### config.mk
export PLATFORM = sky130hd
export DESIGN_NAME = dma_srcaddr_seq
export DESIGN_NICKNAME = d
export VERILOG_FILES = /design/src/rtl/dma_sa_pkg.sv /design/src/rtl/dma_sa_chan.sv /design/src/rtl/dma_sa_errctl.sv /design/src/rtl/dma_sa_regif.sv /design/src/rtl/dma_srcaddr_seq.sv
export SDC_FILE = /design/constraint.sdc
export NUM_CORES = 2
export LEC_CHECK = 0
export BUFFER_PORTS_ARGS = -buffer_cell sky130_fd_sc_hd__buf_2
export CORE_ASPECT_RATIO = 1.1
export CORE_MARGIN = 4
export CORE_UTILIZATION = 45
export CTS_BUF_LIST = sky130_fd_sc_hd__clkbuf_4 sky130_fd_sc_hd__clkbuf_8
export CTS_CLUSTER_DIAMETER = 100
export DETAILED_ROUTE_END_ITERATION = 12
export PLACE_DENSITY = 0.6
export RECOVER_POWER = 50
export SLEW_MARGIN = 20
export SYNTH_ARGS = -nofsm -noshare
export SYNTH_HDL_FRONTEND = slang
export SYNTH_SLANG_ARGS = --single-unit
### constraint.sdc
create_clock -name clk -period 3.8 [get_ports clk]
set_input_delay 0.57 -clock clk [delete_from_list [all_inputs] [get_ports clk]]
set_output_delay 0.57 -clock clk [all_outputs]
set_load 0.01 [all_outputs]
### src/rtl/dma_sa_pkg.sv
package dma_sa_pkg;
    typedef enum logic [1:0] {
        CM_INC = 2'b00,
        CM_DEC = 2'b01,
        CM_FIX = 2'b10,
        CM_RSV = 2'b11
    } cnt_mode_e;

    typedef enum logic [1:0] {
        ST_RUN   = 2'b00,
        ST_DRAIN = 2'b01,
        ST_HALT  = 2'b10
    } err_state_e;
endpackage

### src/rtl/dma_sa_chan.sv
module dma_sa_chan
    import dma_sa_pkg::*;
#(
    parameter int AW  = 32,
    parameter int SZW = 8
) (
    input  logic           clk,
    input  logic           rst_n,
    input  logic           sw_we,
    input  logic [AW-1:0]  sw_data,
    input  logic           hw_hit,
    input  logic           rd_done,
    input  logic           blk_done,
    input  logic           chain_en,
    input  cnt_mode_e      mode,
    input  logic [SZW-1:0] xfer_size,
    input  logic [AW-1:0]  reload_addr,
    output logic [AW-1:0]  addr_q
);
    logic [AW-1:0] step;
    logic [AW-1:0] counted;
    logic [AW-1:0] addr_d;
    logic          do_reload;

    assign step      = AW'(xfer_size);
    assign do_reload = hw_hit && blk_done && chain_en;

    always_comb begin
        unique case (mode)
            CM_INC:  counted = addr_q + step;
            CM_DEC:  counted = addr_q - step;
            CM_FIX:  counted = addr_q;
            CM_RSV:  counted = addr_q;
            default: counted = addr_q;
        endcase
    end

    always_comb begin
        if (sw_we)
            addr_d = sw_data;
        else if (do_reload)
            addr_d = reload_addr;
        else if (hw_hit && rd_done)
            addr_d = counted;
        else
            addr_d = addr_q;
    end

    always_ff @(posedge clk or negedge rst_n) begin
        if (!rst_n)
            addr_q <= '0;
        else
            addr_q <= addr_d;
    end

    // software write wins
    a_r5_sw_wins: assert property (@(posedge clk) disable iff (!rst_n)
        sw_we |=> addr_q == $past(sw_data));

    // fixed modes hold on a plain read-done
    a_r3_fixed_hold: assert property (@(posedge clk) disable iff (!rst_n)
        (hw_hit && rd_done && !sw_we && !(blk_done && chain_en) && mode[1])
        |=> $stable(addr_q));

    // increment mode steps up
    a_r3_inc_step: assert property (@(posedge clk) disable iff (!rst_n)
        (hw_hit && rd_done && !sw_we && !(blk_done && chain_en) && mode == CM_INC)
        |=> addr_q == $past(addr_q) + AW'($past(xfer_size)));

    // chain reload takes the descriptor value
    a_r4_reload: assert property (@(posedge clk) disable iff (!rst_n)
        (!sw_we && hw_hit && blk_done && chain_en) |=> addr_q == $past(reload_addr));

    // without an accepted event or write the address is stable
    a_r9_quiet_hold: assert property (@(posedge clk) disable iff (!rst_n)
        (!sw_we && !hw_hit) |=> $stable(addr_q));
endmodule

### src/rtl/dma_sa_errctl.sv
module dma_sa_errctl
    import dma_sa_pkg::*;
(
    input  logic clk,
    input  logic rst_n,
    input  logic bus_err,
    input  logic xfer_busy,
    input  logic stat_we,
    input  logic wr_stat_bit,
    input  logic wr_en_bit,
    output logic status_q,
    output logic enable_q,
    output logic accept,
    output logic irq_o,
    output logic halt_o,
    output logic idle_o
);
    err_state_e state_q;
    err_state_e state_d;
    logic       status_d;

    always_comb begin
        status_d = status_q;
        if (stat_we && !wr_stat_bit)
            status_d = 1'b0;
        if (bus_err)
            status_d = 1'b1;
    end

    always_ff @(posedge clk or negedge rst_n) begin
        if (!rst_n) begin
            status_q <= 1'b0;
            enable_q <= 1'b0;
        end else begin
            status_q <= status_d;
            if (stat_we)
                enable_q <= wr_en_bit;
        end
    end

    always_comb begin
        state_d = state_q;
        unique case (state_q)
            ST_RUN: begin
                if (status_d)
                    state_d = xfer_busy ? ST_DRAIN : ST_HALT;
            end
            ST_DRAIN: begin
                if (!status_d)
                    state_d = ST_RUN;
                else if (!xfer_busy)
                    state_d = ST_HALT;
            end
            ST_HALT: begin
                if (!status_d)
                    state_d = ST_RUN;
            end
            default: state_d = ST_HALT;
        endcase
    end

    always_ff @(posedge clk or negedge rst_n) begin
        if (!rst_n)
            state_q <= ST_RUN;
        else
            state_q <= state_d;
    end

    always_comb begin
        accept = 1'b1;
        idle_o = 1'b0;
        unique case (state_q)
            ST_RUN:   accept = 1'b1;
            ST_DRAIN: accept = 1'b1;
            ST_HALT: begin
                accept = 1'b0;
                idle_o = 1'b1;
            end
            default: begin
                accept = 1'b0;
                idle_o = 1'b1;
            end
        endcase
        halt_o = status_q;
        irq_o  = status_q && enable_q;
    end

    // an error always leaves the status set
    a_r6_err_sets: assert property (@(posedge clk) disable iff (!rst_n)
        bus_err |=> status_q);

    // error without a busy transfer halts next cycle
    a_r10_direct_halt: assert property (@(posedge clk) disable iff (!rst_n)
        (bus_err && !xfer_busy) |=> idle_o);

    // idle only while an error is pending
    a_r9_idle_needs_err: assert property (@(posedge clk) disable iff (!rst_n)
        idle_o |-> halt_o);

    // running state never carries a pending error
    a_r9_run_clean: assert property (@(posedge clk) disable iff (!rst_n)
        (state_q == ST_RUN) |-> !status_q);

    // interrupt implies pending error
    a_r7_irq_gated: assert property (@(posedge clk) disable iff (!rst_n)
        irq_o |-> (halt_o && enable_q));
endmodule

### src/rtl/dma_sa_regif.sv
module dma_sa_regif #(
    parameter int N_CH = 8,
    parameter int AW   = 32,
    parameter int DW   = 64,
    parameter int RAW  = 4
) (
    input  logic              reg_we,
    input  logic [RAW-1:0]    reg_addr,
    input  logic [N_CH*AW-1:0] addr_flat,
    input  logic              status_q,
    input  logic              enable_q,
    output logic [N_CH-1:0]   chan_we,
    output logic              stat_we,
    output logic [DW-1:0]     reg_rdata
);
    localparam int STAT_OFS = N_CH;

    always_comb begin
        chan_we = '0;
        stat_we = 1'b0;
        if (reg_we) begin
            if (int'(reg_addr) < N_CH)
                chan_we[reg_addr] = 1'b1;
            else if (int'(reg_addr) == STAT_OFS)
                stat_we = 1'b1;
        end
    end

    always_comb begin
        reg_rdata = '0;
        if (int'(reg_addr) < N_CH)
            reg_rdata[AW-1:0] = addr_flat[reg_addr*AW +: AW];
        else if (int'(reg_addr) == STAT_OFS)
            reg_rdata[1:0] = {enable_q, status_q};
    end

    // at most one target per write
    a_r2_one_target: assert property (@(posedge reg_we)
        $onehot0({chan_we, stat_we}));
endmodule

### src/rtl/dma_srcaddr_seq.sv
module dma_srcaddr_seq
    import dma_sa_pkg::*;
#(
    parameter int N_CH = 8,
    parameter int AW   = 32,
    parameter int DW   = 64,
    parameter int SZW  = 8
) (
    input  logic                        clk,
    input  logic                        rst_n,
    input  logic                        reg_we,
    input  logic [$clog2(N_CH):0]       reg_addr,
    input  logic [DW-1:0]               reg_wdata,
    output logic [DW-1:0]               reg_rdata,
    input  logic [2*N_CH-1:0]           ch_mode,
    input  logic [N_CH-1:0]             ch_chain,
    input  logic [$clog2(N_CH)-1:0]     ev_chan,
    input  logic                        rd_done,
    input  logic                        blk_done,
    input  logic                        bus_err,
    input  logic                        xfer_busy,
    input  logic [SZW-1:0]              xfer_size,
    input  logic [AW-1:0]               reload_addr,
    output logic                        irq_o,
    output logic                        halt_o,
    output logic                        idle_o
);
    localparam int CHW = $clog2(N_CH);
    localparam int RAW = CHW + 1;

    logic [N_CH*AW-1:0] addr_flat;
    logic [N_CH-1:0]    chan_we;
    logic               stat_we;
    logic               status_q;
    logic               enable_q;
    logic               accept;

    dma_sa_regif #(.N_CH(N_CH), .AW(AW), .DW(DW), .RAW(RAW)) regif_i (
        .reg_we    (reg_we),
        .reg_addr  (reg_addr),
        .addr_flat (addr_flat),
        .status_q  (status_q),
        .enable_q  (enable_q),
        .chan_we   (chan_we),
        .stat_we   (stat_we),
        .reg_rdata (reg_rdata)
    );

    dma_sa_errctl errctl_i (
        .clk         (clk),
        .rst_n       (rst_n),
        .bus_err     (bus_err),
        .xfer_busy   (xfer_busy),
        .stat_we     (stat_we),
        .wr_stat_bit (reg_wdata[0]),
        .wr_en_bit   (reg_wdata[1]),
        .status_q    (status_q),
        .enable_q    (enable_q),
        .accept      (accept),
        .irq_o       (irq_o),
        .halt_o      (halt_o),
        .idle_o      (idle_o)
    );

    for (genvar g = 0; g < N_CH; g++) begin : g_chan
        logic hit;
        assign hit = accept && (int'(ev_chan) == g);

        dma_sa_chan #(.AW(AW), .SZW(SZW)) chan_i (
            .clk         (clk),
            .rst_n       (rst_n),
            .sw_we       (chan_we[g]),
            .sw_data     (reg_wdata[AW-1:0]),
            .hw_hit      (hit),
            .rd_done     (rd_done),
            .blk_done    (blk_done),
            .chain_en    (ch_chain[g]),
            .mode        (cnt_mode_e'(ch_mode[2*g +: 2])),
            .xfer_size   (xfer_size),
            .reload_addr (reload_addr),
            .addr_q      (addr_flat[g*AW +: AW])
        );
    end

    // upper read bits stay zero
    a_r2_upper_zero: assert property (@(posedge clk) disable iff (!rst_n)
        reg_rdata[DW-1:AW] == '0);

    // halt follows the pending error regardless of the enable
    a_r8_halt_irq: assert property (@(posedge clk) disable iff (!rst_n)
        irq_o |-> halt_o);
endmodule

==> flow_summary.json <==
{
  "detail_route.first_pass.iterations": 7,
  "crit_chain": "buf_2 -> nor3_4 -> nor3b_4 -> nor3b_4 -> ha_4 -> buf_4 -> nor2_1 -> inv_1 -> ha_1 -> a21oi_1 -> o21bai_1 -> a211oi_2 -> o21a_1 -> o21ai_0 -> a211o_1 -> xnor2_1 -> o41ai_1 -> o32a_1",
  "power_frac_seq": 0.244,
  "path_clk_slew_ns": 0.07,
  "crit_fanout": 5,
  "violations": "capacitance limit, slew limit",
  "netSwitchingPower_w": 0.00798,
  "die_x_um": 254,
  "initial_core_util": 0.457,
  "placed_cell_area_mm2": 0.0360,
  "synth_edf_count": 0,
  "nNetsFinal": 4739,
  "area_growth_pct": 24.6,
  "globalplace.congestion": 1.02,
  "setup_viol": 0,
  "dp_hpwl_um": 107000,
  "cp.required_ns": 4.37,
  "drt_wl_total_um": 138000,
  "ys_types": 97,
  "grt_pass1_wl_um": 201000,
  "via_per_inst": 6.37,
  "netlist_top_cells_area": "dfrtp_1 (22%), ha_1 (11%), a21oi_1 (5.7%), nor2_1 (5.4%), mux4_2 (4.8%)",
  "netlist_area_mm2": 0.0299,
  "finalClockSkew_ns": 0.0371,
  "port_buffers": 144,
  "drc": 0,
  "synth-seq-area-share": 0.217,
  "antenna_found_initial": 4,
  "worst-setup-path-type": "input port to flip-flop",
  "vias": 33216,
  "grt_usage": 0.376,
  "fin_hold_ws_ns": 0.102,
  "htree_levels": 2,
  "ant_nets": 0,
  "finalHoldViolCount": 0,
  "power_density_mw_per_mm2": 494,
  "period_minus_slack_ns": 3.57,
  "status": "complete, but fails checks",
  "final.setup.tns_ns": 0,
  "syn_inst": 3764,
  "ff2ff_setup_slack_ns": 0.52,
  "drive_gt1_frac": 0.250,
  "p_leak_nw": 17.3,
  "peakVddDrop_v": 0.000330,
  "synth.most_common_cell": "nor2_1",
  "hold_path.class": "input port to flip-flop",
  "critical-path-slowest-cell": "nor2_1",
  "max_freq_ghz": 0.280,
  "worst_skew_pair.late_latency_ns": 0.71,
  "max_slew.worst_pin.slew_ns": 2.89,
  "power_frac_comb": 0.568,
  "wire_per_inst_um": 26.4,
  "yosys.area.top_type_share": 0.217,
  "finalCritPeriodShare": 0.940,
  "yosysWarningCount": 0,
  "switching_share": 0.434,
  "core_mm2": 0.0655,
  "maxCapViolCount": 2,
  "grt_max_degree": 86,
  "design_area_mm2": 0.0373,
  "end_kind": "flip-flop",
  "crit_buf_inv": 3,
  "arrival_ns": 4.14,
  "p_int_w": 0.0104,
  "rows": 98,
  "critPathLaunchType": "input port",
  "grt_pass1_vias": 30806,
  "synth-seq-cells": 260,
  "clock_sinks": 260,
  "cp_common_cell": "nor3b_4",
  "cts_root_buffer": "clkbuf_8",
  "cts_tree": "done",
  "synth_common_cells": "nor2_1 (430), a21oi_1 (340), nand2_1 (333)",
  "p_clk_frac": 0.188,
  "die_y_um": 279,
  "relSlewSlack": -0.925,
  "synth_ff_type": "dfrtp_1",
  "yosysTopAreaCell": "dfrtp_1",
  "cts.path.max_buffers": 3,
  "slew_violations": 86,
  "avgSynthCellArea_um2": 7.95,
  "io_pins": 209,
  "slowest_delay_ns": 0.40,
  "die_area_mm2": 0.0707,
  "drtIter0Drc": 3715,
  "cp_top_family": "compound AO/OA/AOI/OAI gates",
  "synthArstFlopShare": 1.00,
  "grt_overflow": 0,
  "cts_buffers": 55
}
[layer usage]
metal	track usage	wire length [um]	vias to the layer above
met5	0	13	-
met4	0.193	9000	2
met3	0.0849	14600	462
met2	0.558	58000	1887
met1	0.511	56100	15742
li1	-	-	15123
[worst reg2reg max path, cell delays in order, from the launching register on]
cell      delay (ns)
dfrtp_1         0.41
inv_1           0.07
ha_1            0.16
inv_1           0.06
fa_1            0.42
a211oi_1        0.34
o21ai_1         0.25
nand4_1         0.24
nand3_1         0.13
a31oi_1         0.30
o21ai_1         0.22
a31oi_1         0.29
xor2_1          0.17
o22ai_1         0.08
[power by group through the flow]
stage | sequential, W | clock, W | combinational (W)
2_1_floorplan | 0.00394 | 0 | 0.00672
3_3_place_gp | 0.00449 | 0 | 0.0101
3_5_place_dp | 0.00450 | 0 | 0.0102
4_1_cts | 0.00445 | 0.00345 | 0.0103
5_1_grt | 0.00451 | 0.00359 | 0.0114
6_report | 0.00449 | 0.00346 | 0.0105
[worst paths after layout]
path | from | depth (start not counted) | to
max | xfer_size[1] | 18 | g_chan[3].chan_i.addr_q[31]
min | xfer_busy | 2 | errctl_i.state_q[1]
max reg2reg | g_chan[6].chan_i.addr_q[0] | 13 | g_chan[6].chan_i.addr_q[30]
min reg2reg | errctl_i.state_q[0] | 2 | errctl_i.state_q[1]
max in group asynchronous | rst_n | 3 | g_chan[3].chan_i.addr_q[28]
min in group asynchronous | rst_n | 2 | g_chan[2].chan_i.addr_q[1]
[cells in the final DEF, fill, tap and decap left out, types with 17 or more instances in the layout]
| master | synthesis | routed |
|---|---|---|
| buf_4 | 44 | 618 |
| nor2_1 | 430 | 421 |
| a21oi_1 | 340 | 323 |
| nand2_1 | 333 | 319 |
| dfrtp_1 | 260 | 260 |
| ha_1 | 274 | 259 |
| o21ai_0 | 246 | 220 |
| xnor2_1 | 150 | 150 |
| a221oi_1 | 152 | 149 |
| buf_2 | 20 | 140 |
| o22ai_1 | 138 | 137 |
| a21o_1 | 133 | 133 |
| xor2_1 | 99 | 99 |
| clkbuf_8 | 0 | 75 |
| inv_1 | 67 | 66 |
| mux2i_1 | 64 | 64 |
| mux4_2 | 64 | 64 |
| nand3_1 | 62 | 61 |
| a211oi_1 | 56 | 49 |
| nor3_1 | 51 | 46 |
| nand2b_1 | 44 | 45 |
| nand4_1 | 40 | 40 |
| o21bai_1 | 35 | 35 |
| o21a_1 | 35 | 35 |
| o21ai_1 | 12 | 33 |
| conb_1 | 1 | 32 |
| nor2b_1 | 31 | 31 |
| o211ai_1 | 29 | 29 |
| a31oi_1 | 30 | 27 |
| and3_1 | 28 | 25 |
| a21oi_2 | 7 | 23 |
| or3_1 | 18 | 17 |
[state kept, by name, summed over array words and instances, names as in the netlist]
signal,count
errctl_i.enable_q,1
errctl_i.halt_o,1
errctl_i.state_q,2
g_chan.chan_i.addr_q,256
[cell type report]
type / count / area (um2)
Clock buffer: 85 / 1110
Tap cell: 850 / 1060
Fill cell: 6274 / 28200
Inverter: 70 / 265
Timing Repair Buffer: 780 / 5630
Antenna cell: 4 / 10.0
Sequential cell: 260 / 6510
Multi-Input combinational cell: 3148 / 22600
Clock inverter: 16 / 113
[logic make-up (layout without fill, tap and decap cells)]
| logic type | count (synthesis) | after routing | share of synthesized area |
|---|---|---|---|
| DFF | 260 | 260 | 0.217 |
| adders and majority gates | 282 | 282 | 0.120 |
| other | 1 | 36 | 0.000125 |
| xor gates and xnor gates | 249 | 249 | 0.0728 |
| buffers and inverters | 387 | 951 | 0.0554 |
| and+or+nand+nor | 1109 | 1109 | 0.167 |
| muxes | 131 | 131 | 0.0707 |
| AOI/OAI and AO/OA | 1345 | 1345 | 0.296 |
[metrics by stage]
step                power (W)   util  setup slack (ns)  instances
floorplan              0.0107      -            -0.344       3795
global placement       0.0146  0.550            -0.477       5107
detailed placement     0.0147  0.550            -0.480       5107
CTS                    0.0182  0.569             0.205       5209
global route           0.0195  0.569          -0.00493       5210
finish                 0.0184  0.569             0.230       5213
[repair_timing]
item / 4_1_cts / 5_1_grt
endpoints found under the hold margin: 46 / 0
endpoints found under the setup margin: 0 / 12
hold buffers: 1 / 0
buffers inserted: 0 / 0
resized for setup: 0 / 10
(Power assumes the default switching activity.)
